--- config.mk ---
export PLATFORM = sky130hd
export DESIGN_NAME = agu_top
export DESIGN_NICKNAME = d
export VERILOG_FILES = /design/src/rtl/agu_pkg.sv /design/src/rtl/agu_wrap.sv /design/src/rtl/agu_revc.sv /design/src/rtl/agu_top.sv
export SDC_FILE = /design/constraint.sdc
export NUM_CORES = 1
export LEC_CHECK = 0
export BUFFER_PORTS_ARGS = -buffer_cell sky130_fd_sc_hd__buf_2
export CAP_MARGIN = 5
export CORE_UTILIZATION = 35
export DETAILED_ROUTE_END_ITERATION = 10
export MAX_ROUTING_LAYER = met4
export PLACE_DENSITY = 0.6
export SYNTH_ARGS = -nofsm -noshare
export SYNTH_HDL_FRONTEND = slang
export SYNTH_SLANG_ARGS = --single-unit
--- constraint.sdc ---
create_clock -name clk -period 13.8 [get_ports clk]
set_clock_uncertainty 0.2 [all_clocks]
set_input_delay 0 -clock clk [delete_from_list [all_inputs] [get_ports clk]]
set_output_delay 0 -clock clk [all_outputs]
set_load 0.01 [all_outputs]
--- src/rtl/agu_pkg.sv ---
package agu_pkg;

    typedef enum logic [2:0] {
        M_POST    = 3'd0,
        M_PRE     = 3'd1,
        M_CIRC    = 3'd2,
        M_ALIGN   = 3'd3,
        M_REVC    = 3'd4
    } agu_mode_e;

endpackage

--- src/rtl/agu_wrap.sv ---
module agu_wrap #(
    parameter int AW = 16
) (
    input  logic [AW-1:0] ptr_i,
    input  logic [AW-1:0] base_i,
    input  logic [AW-1:0] len_i,
    input  logic [AW-1:0] step_i,
    output logic [AW-1:0] nxt_o,
    output logic          bad_o
);
    localparam int EW = AW + 2;

    logic [AW-1:0]        off_u;
    logic signed [EW-1:0] off_s, len_s, stp_s, mag_s, sum_s, adj_s;

    always_comb begin
        off_u = ptr_i - base_i;
        off_s = signed'({2'b00, off_u});
        len_s = signed'({2'b00, len_i});
        stp_s = signed'({{2{step_i[AW-1]}}, step_i});
        mag_s = stp_s[EW-1] ? -stp_s : stp_s;
        bad_o = (mag_s >= len_s);
        sum_s = off_s + stp_s;
        if (sum_s < 0) begin
            adj_s = sum_s + len_s;
        end else if (sum_s >= len_s) begin
            adj_s = sum_s - len_s;
        end else begin
            adj_s = sum_s;
        end
        nxt_o = base_i + adj_s[AW-1:0];
    end

endmodule

--- src/rtl/agu_revc.sv ---
module agu_revc #(
    parameter int AW  = 16,
    parameter int LGW = 5
) (
    input  logic [AW-1:0]  ptr_i,
    input  logic [LGW-1:0] lg_i,
    output logic [AW-1:0]  nxt_o
);
    logic c;

    always_comb begin
        nxt_o = ptr_i;
        c     = 1'b1;
        for (int i = AW - 1; i >= 0; i--) begin
            if (i < int'(lg_i)) begin
                nxt_o[i] = ptr_i[i] ^ c;
                c        = ptr_i[i] & c;
            end
        end
    end

endmodule

--- src/rtl/agu_top.sv ---
module agu_top
    import agu_pkg::*;
#(
    parameter int AW  = 16,
    parameter int LGW = $clog2(AW + 1)
) (
    input  logic           clk,
    input  logic           rst_n,
    input  logic [2:0]     mode,
    input  logic [AW-1:0]  step,
    input  logic [AW-1:0]  base,
    input  logic [AW-1:0]  len,
    input  logic [LGW-1:0] fft_lg,
    input  logic           ld,
    input  logic [AW-1:0]  ld_val,
    input  logic           stp,
    output logic [AW-1:0]  ea,
    output logic           ea_vld,
    output logic [AW-1:0]  ptr,
    output logic           step_err
);
    typedef struct packed {
        logic [AW-1:0] ptr;
        logic [AW-1:0] ea;
        logic          vld;
        logic          err;
    } st_t;

    st_t st_d, st_q;

    logic [AW-1:0] circ_nxt, al_nxt, rev_nxt, lin_nxt;
    logic [AW-1:0] lm1, al_msk, al_base;
    logic          circ_bad, al_bad;

    // aligned region: smear (len-1) down to get the covering mask
    always_comb begin
        lm1            = len - 1'b1;
        al_msk[AW-1]   = lm1[AW-1];
        for (int i = AW - 2; i >= 0; i--) begin
            al_msk[i] = al_msk[i+1] | lm1[i];
        end
        al_base = st_q.ptr & ~al_msk;
    end

    agu_wrap #(.AW(AW)) u_wrap_circ (
        .ptr_i (st_q.ptr),
        .base_i(base),
        .len_i (len),
        .step_i(step),
        .nxt_o (circ_nxt),
        .bad_o (circ_bad)
    );

    agu_wrap #(.AW(AW)) u_wrap_align (
        .ptr_i (st_q.ptr),
        .base_i(al_base),
        .len_i (len),
        .step_i(step),
        .nxt_o (al_nxt),
        .bad_o (al_bad)
    );

    agu_revc #(.AW(AW), .LGW(LGW)) u_revc (
        .ptr_i(st_q.ptr),
        .lg_i (fft_lg),
        .nxt_o(rev_nxt)
    );

    assign lin_nxt = st_q.ptr + step;

    always_comb begin
        st_d     = st_q;
        st_d.vld = 1'b0;
        st_d.err = 1'b0;
        if (ld) begin
            st_d.ptr = ld_val;
        end else if (stp) begin
            st_d.vld = 1'b1;
            st_d.ea  = st_q.ptr;
            case (mode)
                M_PRE: begin
                    st_d.ptr = lin_nxt;
                    st_d.ea  = lin_nxt;
                end
                M_CIRC: begin
                    if (circ_bad) begin
                        st_d.err = 1'b1;
                        st_d.vld = 1'b0;
                    end else begin
                        st_d.ptr = circ_nxt;
                    end
                end
                M_ALIGN: begin
                    if (al_bad) begin
                        st_d.err = 1'b1;
                        st_d.vld = 1'b0;
                    end else begin
                        st_d.ptr = al_nxt;
                    end
                end
                M_REVC:  st_d.ptr = rev_nxt;
                default: st_d.ptr = lin_nxt;
            endcase
        end
    end

    always_ff @(posedge clk) begin
        if (!rst_n) begin
            st_q <= '0;
        end else begin
            st_q <= st_d;
        end
    end

    assign ea       = st_q.ea;
    assign ea_vld   = st_q.vld;
    assign ptr      = st_q.ptr;
    assign step_err = st_q.err;

    // bits above the FFT index field, used by the R8 check
    logic [AW-1:0] hi_msk;
    always_comb begin
        for (int i = 0; i < AW; i++) begin
            hi_msk[i] = (i >= int'(fft_lg));
        end
    end

    p_load_r2: assert property (@(posedge clk) disable iff (!rst_n)
        ld |=> (ptr == $past(ld_val)) && !ea_vld);

    p_err_hold_r7: assert property (@(posedge clk) disable iff (!rst_n)
        step_err |-> $stable(ptr) && !ea_vld);

    p_no_err_lin_r7: assert property (@(posedge clk) disable iff (!rst_n)
        (stp && !ld && (mode == M_POST || mode == M_PRE)) |=> !step_err);

    p_idle_r9: assert property (@(posedge clk) disable iff (!rst_n)
        (!ld && !stp) |=> $stable(ptr) && !ea_vld && !step_err);

    p_circ_range_r5: assert property (@(posedge clk) disable iff (!rst_n)
        (stp && !ld && mode == M_CIRC && (ptr - base) < len)
        |=> ((ptr - $past(base)) < $past(len)));

    p_revc_upper_r8: assert property (@(posedge clk) disable iff (!rst_n)
        (stp && !ld && mode == M_REVC)
        |=> ((ptr & $past(hi_msk)) == ($past(ptr) & $past(hi_msk))) && ea_vld);

    p_post_ea_r3: assert property (@(posedge clk) disable iff (!rst_n)
        (stp && !ld && mode == M_POST) |=> (ea == $past(ptr)) && ea_vld);

endmodule

==> flow_summary_export.csv, run 1 <==
group,metric,value,unit
run_status,status,"finished, final reports clean",
timing,setup_tns,0,ns
logic_synthesis,synth_area_leader_cell,"ha_1",
route,drc,0,
timing,rsz0062_at_grt,"no",
logic_synthesis,synth_edf_count,0,
min_path,hold-path-cell-count,4,
logic_synthesis,synth_cell_types,87,
pwr,power.internal,0.917,mW
critical_path,required,13.84,ns
critical_path,r2r_slack,2.32,ns
timing,slew_viol_final,0,
route,wl_met3,2640,um
critical_path,cpMaxStageDelayCell,"o41ai_1",
clock_tree,root_buffer,"clkbuf_16",
floorplanning,die_area,33500,um2
timing,period_minus_slack,11.95,ns
clock_tree,cts_resized,0,
logic_synthesis,syn-cell-area,11500,um2
route,drt_iter0_drc,1144,
pwr,cellPowerDensity,161,nW/um2
final_layout,final_util,40.5,%
route,routed_wl,44200,um
critical_path,r2r_cells,42,
placement,hpwlAfterDp,36700,um
pwr,power_frac_comb,88.2,%
grt,grt_max_degree,38,
critical_path,max_stage_delay,0.69,ns
clock_tree,postCtsHoldBufs,28,
critical_path,start_kind,"input port",
timing,fin_crit_sh,86.6,%
floorplanning,io_pins,110,
floorplanning,rows,65,
pwr,p_sw,1.17,mW
timing,slew_headroom,22.9,%
critical_path,crit_top_cell,"ha_1",
run,maxCapViolations,0,
clock_tree,cts.clk_slew.worst_paths,0.07,ns
placement,dp_cells,2142,
pwr,clkPwrFrac,6.0,%
pwr,vdd_drop_max,0.0888,mV
logic_synthesis,yosysSeqAreaShare,5.93,%
critical_path,critPathKind,"in2reg",
grt,grt_pass1_wl,68600,um
clock_tree,cts_tree,"yes",
route,antenna_left,0,
floorplanning,core,31900,um2
clock_tree,cts_buffers,5,
logic_synthesis,synth_area_per_cell,7.01,um2
logic_synthesis,synth_top_area_share,20.6,%
clock_tree,cts_max_level,2,
grt,grt_overflow,0,
clock_tree,clock-sinks,34,
logic_synthesis,ys.flop_type,"dfxtp_1",
timing,setup_violations,0,
route,wl_per_cell,20.3,um
logic_synthesis,synthArstFlopShare,0,%
final_layout,num-nets-final,2017,
final_layout,syn_to_final_growth,12.6,%
route,dr.pass1.iters,6,
clock_tree,clock_latency,0.30,ns
timing,clock.fmax,0.0837,GHz
final_layout,n_antenna_cell,0,
route,via_count,12810,
critical_path,r2r_end,"ptr[13]$_SDFFE_PN0P_",
logic_synthesis,synth_area_leaders,"ha_1, a21oi_1, xnor2_1",
route,via_per_inst,5.88,
critical_path,arrival,11.99,ns
min_path,hold_path.class,"in2reg",
pwr,power.leakage,5.80,nW
final_layout,final_cell_mix,"ha_1, a21oi_1, nor2_1",
logic_synthesis,syn_inst,1636,
floorplanning,start_util,36.0,%
logic_synthesis,yosys_warnings,0,
final_layout,fin_cells,2178,
grt,grt_antenna_before_repair,0,
timing,worst_pin_slew,1.15,ns
min_path,hold-path-endpoint,"ptr[3]$_SDFFE_PN0P_",
logic_synthesis,synth_fp_nets,1911,
floorplanning,dieWidth,183,um
final_layout,drive_above_1_share,10.4,%
clock_tree,cts_buffer_depth,2,
critical_path,critPathCaptureType,"register",
grt,grt_pass1_vias,11938,
min_path,min_from,"fft_lg[2]",
critical_path,r2r_start,"ptr[0]$_SDFFE_PN0P_",
route,top_layer_used,"met4",
timing,final_hold_viol_count,0,
clock_tree,post-cts-setup-buffers,0,
final_layout,nFillCells,3436,
placement,gp_congestion,0.987,
pwr,pwr-share-seq,5.8,%
route,wl_met1,20600,um
final_layout,mostFrequentLayoutCell,"ha_1",
placement,io_buffers,109,
route,met2_wirelength,19900,um
logic_synthesis,ys_ff_latch,34,
critical_path,crit_fanout,17,
grt,grt_usage,26.9,%
pwr,power.total,2.08,mW
pwr,p_sw_share,56.0,%
floorplanning,die_h,183,um
==> power by group through the flow <==
stage	Clock [mW]	Sequential, mW	Combinational (mW)
3_5_place_dp	0	0.124	1.79
6_report	0.125	0.122	1.84
2_1_floorplan	0	0.121	1.34
5_1_grt	0.129	0.122	2.03
3_3_place_gp	0	0.124	1.78
4_1_cts	0.125	0.122	1.81
==> cell type report <==
class | instances | area, um2 | area share, %
flip-flops and latches | 34 | 681 | 5.27
multi-input cells | 1424 | 10100 | 78.3
clock inverters | 2 | 12.5 | 0.0969
repair buffers | 157 | 976 | 7.56
inverters | 120 | 450 | 3.49
well taps | 435 | 544 | 4.21
clock buffers | 6 | 139 | 1.08
==> registers in the layout, summed over array words and instances (netlist names) <==
register and flops:
ea_vld 1, step_err 1, ptr 16, ea 16
==> layer usage <==
metal	vias to the layer above	global-route usage (%)
li1	6262	-
met2	471	42.6
met5	-	-
met3	68	2.16
met1	6009	37.0
met4	0	6.50
==> worst max path at each step <==
stage                                 endpoint  startpoint  slack (ns)  cells past startpoint
final                     ptr[12]$_SDFFE_PN0P_      len[1]        1.85                     47
after global routing      ptr[12]$_SDFFE_PN0P_      len[1]        0.68                     47
after CTS                 ptr[12]$_SDFFE_PN0P_      len[1]        2.00                     47
after detailed placement  ptr[15]$_SDFFE_PN0P_      len[1]        2.30                     45
after global placement    ptr[15]$_SDFFE_PN0P_      len[1]        2.38                     45
after floorplan           ptr[15]$_SDFFE_PN0P_      len[9]        4.17                     47
==> cells in the mapped netlist (all sizes together), types with 20 or more instances <==
| library cell | instances |
|---|---|
| inv | 120 |
| o21a | 20 |
| a21o | 35 |
| o22ai | 31 |
| o21ai | 122 |
| nand2b | 22 |
| a21oi | 166 |
| xnor2 | 81 |
| nor3 | 45 |
| clkbuf | 51 |
| or2 | 20 |
| dfxtp | 34 |
| o211ai | 25 |
| nand2 | 103 |
| ha | 189 |
| nand3 | 29 |
| xor2 | 26 |
| nor2 | 160 |
| a211oi | 20 |
| nor2b | 32 |
| o21bai | 22 |
==> cells by family after synthesis <==
kind of cell | share of synthesized area [%]
flops | 5.93
other cells | 0.0327
fa+ha+maj | 22.4
simple gates | 22.4
mux | 1.15
compound gates | 34.1
buf+inv | 5.93
xor+xnor | 8.17
==> worst max-delay path: cells and delay by family <==
family / cells / cell delay, ns
compound gates: 24 / 6.23
simple gates: 11 / 2.18
fa+ha+maj: 5 / 1.83
xor+xnor: 2 / 0.31
buf+inv: 4 / 1.11
mux: 1 / 0.28
==> through the flow <==
stage | hold slack [ns] | area (um2) | worst slack, ns
global route | 0.0445 | 12900 | 0.678
finish | 0.00365 | 12900 | 1.85
CTS | 0.0000552 | 12900 | 2.00
global placement | 0.0904 | 12500 | 2.38
detailed placement | 0.0872 | 12500 | 2.30
floorplan | -0.0617 | 11500 | 4.17
Note: power is estimated with default switching activity, not from simulation.
==> inputs of run 2 (changes only) <==
CORE_ASPECT_RATIO = 1.75   (was unset)
==> flow_summary_export.csv, run 2 (same netlist as run 1, synthesis figures left out) <==
group,metric,value,unit
min_path,min_from,"mode[2]",
grt,grt_antenna_before_repair,0,
placement,io_buffers,109,
critical_path,critPathCaptureType,"register",
pwr,power.internal,0.919,mW
placement,placed_area,12400,um2
route,dr.pass1.iters,11,
critical_path,crit_top_cell,"ha_1",
run,maxCapViolations,0,
final_layout,final_cell_mix,"ha_1, a21oi_1, nor2_1",
final_layout,nFillCells,3446,
critical_path,r2r_start,"ptr[0]$_SDFFE_PN0P_",
timing,worst_pin_slew,1.25,ns
timing,setup_violations,0,
clock_tree,clock-sinks,34,
clock_tree,cts_max_level,2,
route,routed_wl,51500,um
critical_path,critPathKind,"in2reg",
critical_path,worstSetupStartpoint,"len[1]",
final_layout,mostFrequentLayoutCell,"ha_1",
run_status,failed_checks,"DRC",
critical_path,required,13.83,ns
pwr,power_frac_comb,89.2,%
final_layout,fin_cells,2140,
grt,grt_overflow,0,
clock_tree,cts_tree,"yes",
route,via_per_inst,6.20,
grt,grt_max_degree,38,
min_path,hold-path-cell-count,4,
final_layout,num-nets-final,2014,
floorplanning,die_h,241,um
timing,slew_headroom,16.0,%
critical_path,arrival,11.84,ns
final_layout,drive_above_1_share,10.3,%
critical_path,r2r_cells,42,
critical_path,start_kind,"input port",
floorplanning,die_area,33500,um2
pwr,clkPwrFrac,5.3,%
timing,setup_tns,0,ns
timing,rsz0062_at_grt,"no",
route,drt_iter0_drc,988,
placement,dp_cells,2106,
timing,clock.fmax,0.0847,GHz
timing,fin_crit_sh,85.5,%
pwr,p_sw_share,59.1,%
critical_path,r2r_slack,2.59,ns
floorplanning,dieWidth,139,um
clock_tree,clock_latency,0.29,ns
floorplanning,core,32200,um2
critical_path,max_stage_delay,0.66,ns
timing,period_minus_slack,11.80,ns
run_status,status,"finished with violations",
critical_path,cpMaxStageDelayCell,"a22o_1",
grt,grt_pass1_vias,13132,
min_path,hold_path.class,"in2reg",
route,drc,6,
final_layout,final_area,12800,um2
final_layout,n_antenna_cell,0,
grt,grt_pass1_wl,77700,um
final_layout,final_util,39.8,%
placement,gp_congestion,1.07,
route,antenna_left,0,
pwr,cellPowerDensity,175,nW/um2
pwr,p_sw,1.33,mW
timing,final_hold_viol_count,0,
critical_path,crit_path_end,"ptr[12]$_SDFFE_PN0P_",
pwr,vdd_drop_max,0.141,mV
floorplanning,io_pins,110,
critical_path,r2r_end,"ptr[13]$_SDFFE_PN0P_",
grt,grt_usage,31.4,%
clock_tree,cts_buffer_depth,2,
clock_tree,root_buffer,"clkbuf_16",
timing,worst_slack,2.00,ns
clock_tree,postCtsHoldBufs,26,
floorplanning,start_util,35.6,%
clock_tree,cts_buffers,5,
pwr,power.leakage,5.78,nW
clock_tree,cts.clk_slew.worst_paths,0.06,ns
floorplanning,rows,87,
route,via_count,13273,
pwr,pwr-share-seq,5.6,%
timing,slew_viol_final,0,
critical_path,crit_fanout,17,
clock_tree,cts_resized,0,
route,wl_per_cell,24.1,um
final_layout,syn_to_final_growth,11.9,%
placement,place_ws,2.36,ns
placement,hpwlAfterDp,42100,um
clock_tree,post-cts-setup-buffers,0,
## run 2: cell types whose count changed in the layout (fill, tap and decap cells not counted)
cell,change
dlygate4sd3_1,-2
buf_4,-1
clkbuf_1,+1
clkinvlp_4,-1
## run 2: worst max-delay path: cells and delay by family
| kind | cells | cell delay [ns] |
|---|---|---|
| AO/OA/AOI/OAI | 21 | 5.32 |
| AND/OR/NAND/NOR | 13 | 2.36 |
| adder cells (fa/ha/maj) | 6 | 2.10 |
| buffers and inverters | 5 | 1.20 |
| multiplexers | 2 | 0.54 |
| XOR/XNOR | 2 | 0.30 |
## run 2: worst min-delay path by stage
stage / slack (ns) / endpoint
2_1_floorplan: -0.06 / ptr[13]$_SDFFE_PN0P_
3_5_place_dp: 0.09 / ptr[13]$_SDFFE_PN0P_
4_1_cts: 0.01 / ea[14]$_SDFFE_PN0P_
6_report: 0.02 / ea[14]$_SDFFE_PN0P_
3_3_place_gp: 0.09 / ptr[13]$_SDFFE_PN0P_
5_1_grt: 0.05 / ptr[3]$_SDFFE_PN0P_
## run 2: power groups by stage
stage	sequential, mW	combinational [mW]	clock [mW]
6_report	0.125	2.00	0.118
5_1_grt	0.125	2.17	0.124
4_1_cts	0.124	1.95	0.119
3_5_place_dp	0.126	1.93	0
3_3_place_gp	0.126	1.92	0
2_1_floorplan	0.121	1.34	0
## run 2: area by class of cell
class	count	area, um2	share of cell area, %
Tap cell	400	500	3.90
Inverter	120	450	3.51
Sequential cell	34	681	5.30
Timing Repair Buffer	154	948	7.39
Clock buffer	7	143	1.11
Clock inverter	1	5.00	0.0390
Multi-Input combinational cell	1424	10100	78.8
## run 2: routing by layer
layer | vias to the layer above | global-route usage, % | share of wire [%]
met4 | 0 | 28.4 | 10
met3 | 225 | 2.59 | 5.1
li1 | 6262 | - | -
met1 | 6195 | 31.6 | 36
met5 | - | - | 0
met2 | 591 | 55.0 | 48
## run 2: through the flow
step / total power, mW / hold slack (ns)
final: 2.25 / 0.0187
after floorplan: 1.46 / -0.0617
after detailed placement: 2.06 / 0.0916
after CTS: 2.19 / 0.0104
after global routing: 2.42 / 0.0483
after global placement: 2.05 / 0.0857
==> inputs of run 3 (changes only) <==
CORE_ASPECT_RATIO = unset   (was 1.75)
CORE_UTILIZATION = 50   (was 35)
PLACE_DENSITY = 0.77   (was 0.6)
SLEW_MARGIN = 20   (was unset)
==> flow_summary_export.csv, run 3 (same netlist as run 1, synthesis figures left out) <==
group,metric,value,unit
critical_path,r2r_end,"ptr[13]$_SDFFE_PN0P_",
timing,final_hold_viol_count,0,
critical_path,max_stage_delay,0.84,ns
clock_tree,root_buffer,"clkbuf_16",
critical_path,required,13.83,ns
route,via_count,13170,
critical_path,start_kind,"input port",
route,routed_wl,42300,um
grt,grt_pass1_wl,65600,um
final_layout,n_antenna_cell,0,
route,via_per_inst,6.50,
clock_tree,cts_buffers,5,
timing,slew_headroom,30.9,%
run_status,status,"finished, final reports clean",
clock_tree,clock_latency,0.29,ns
final_layout,nFillCells,2272,
critical_path,r2r_slack,2.10,ns
route,antenna_left,0,
placement,gp_congestion,1.04,
critical_path,path_buf_inv,4,
route,drt_iter0_drc,1347,
clock_tree,cts.clk_slew.worst_paths,0.06,ns
final_layout,syn_to_final_growth,10.8,%
timing,fin_crit_sh,86.2,%
final_layout,mostFrequentLayoutCell,"ha_1",
route,dr.pass1.iters,6,
placement,io_buffers,109,
timing,worst_pin_slew,1.02,ns
clock_tree,cts_max_level,2,
critical_path,cp.depth,49,
clock_tree,cts_tree,"yes",
clock_tree,postCtsHoldBufs,28,
route,drc,0,
critical_path,crit_top_cell,"ha_1",
critical_path,arrival,11.93,ns
timing,period_minus_slack,11.90,ns
grt,grt_usage,36.1,%
final_layout,final_cell_mix,"ha_1, a21oi_1, nor2_1",
pwr,power.leakage,5.78,nW
floorplanning,dieWidth,153,um
critical_path,cp_top_family,"compound AO/OA/AOI/OAI gates",
grt,grt_antenna_before_repair,0,
clock_tree,clock-sinks,34,
clock_tree,cts_resized,0,
clock_tree,cts_buffer_depth,2,
pwr,vdd_drop_max,0.0962,mV
timing,rsz0062_at_grt,"no",
floorplanning,core,22600,um2
run,maxCapViolations,0,
floorplanning,rows,55,
critical_path,crit_fanout,17,
timing,setup_tns,0,ns
floorplanning,io_pins,110,
floorplanning,die_h,153,um
critical_path,crit_path_end,"ptr[14]$_SDFFE_PN0P_",
grt,grt_pass1_vias,11912,
final_layout,num-nets-final,2014,
timing,clock.fmax,0.0841,GHz
critical_path,r2r_cells,41,
critical_path,critPathCaptureType,"register",
grt,grt_overflow,0,
critical_path,r2r_start,"ptr[1]$_SDFFE_PN0P_",
timing,slew_viol_final,0,
timing,setup_violations,0,
floorplanning,start_util,50.8,%
clock_tree,post-cts-setup-buffers,0,
critical_path,cpMaxStageDelayCell,"o41ai_1",
critical_path,critPathKind,"in2reg",
min_path,hold_path.class,"in2reg",
final_layout,final_area,12700,um2
route,wl_per_cell,20.9,um
placement,placed_area,12300,um2
floorplanning,die_area,23500,um2
grt,grt_max_degree,38,
placement,hpwlAfterDp,34600,um
critical_path,worstSetupStartpoint,"len[1]",
pwr,cellPowerDensity,164,nW/um2
final_layout,drive_above_1_share,10.3,%
-- run 3: layer usage --
metal	up-vias	track usage (%)	part of all wire, %
li1	6262	-	-
met1	6143	48.4	44
met2	669	55.8	44
met3	96	4.39	8.5
met4	0	12.2	3.4
met5	-	-	0
-- run 3: layout make-up --
cell class / count / area (um2) / area share [%]
inverter: 120 / 450 / 3.54
tap: 285 / 357 / 2.81
sequential: 34 / 681 / 5.36
clock buffer: 6 / 139 / 1.09
clock inverter: 2 / 12.5 / 0.0984
multi-input combinational: 1424 / 10100 / 79.6
timing repair buffer: 154 / 953 / 7.50
-- run 3: worst min path at each step --
stage                     startpoint              endpoint  slack, ns  cells past startpoint
after floorplan                rst_n  ptr[13]$_SDFFE_PN0P_      -0.06                      2
after global placement    ld_val[13]  ptr[13]$_SDFFE_PN0P_       0.09                      3
after detailed placement  ld_val[13]  ptr[13]$_SDFFE_PN0P_       0.08                      3
after CTS                  fft_lg[1]   ptr[5]$_SDFFE_PN0P_    0.00004                      5
after global routing       fft_lg[1]   ptr[5]$_SDFFE_PN0P_       0.03                      5
final                      fft_lg[1]   ptr[5]$_SDFFE_PN0P_       0.01                      5
-- run 3: report_power, final --
| group | switching [mW] | total [mW] | internal, mW |
|---|---|---|---|
| Clock | 0.0486 | 0.120 | 0.0716 |
| Sequential | 0.0185 | 0.125 | 0.106 |
| Combinational | 1.10 | 1.84 | 0.738 |
| Total | 1.17 | 2.09 | 0.916 |
-- run 3: per-stage QoR --
step,setup WS (ns),hold WS [ns],power (mW),util (%),instances
2_1_floorplan,4.17,-0.0617,1.46,-,1636
3_3_place_gp,2.63,0.0903,1.88,54.4,1989
3_5_place_dp,2.38,0.0818,1.90,54.4,1989
4_1_cts,2.21,0.0000409,2.04,56.3,2025
5_1_grt,1.34,0.0301,2.26,56.3,2025
6_report,1.90,0.0148,2.09,56.3,2025
-- run 3: worst reg2reg max path, delay by kind of cell, from the launching register on --
family                   cells  cell delay [ns]
multiplexers                 1             0.24
XOR/XNOR                     1             0.23
adder cells (fa/ha/maj)      4             1.62
AND/OR/NAND/NOR              8             2.14
flip-flops                   1             0.67
AO/OA/AOI/OAI               23             5.49
buffers and inverters        4             1.05
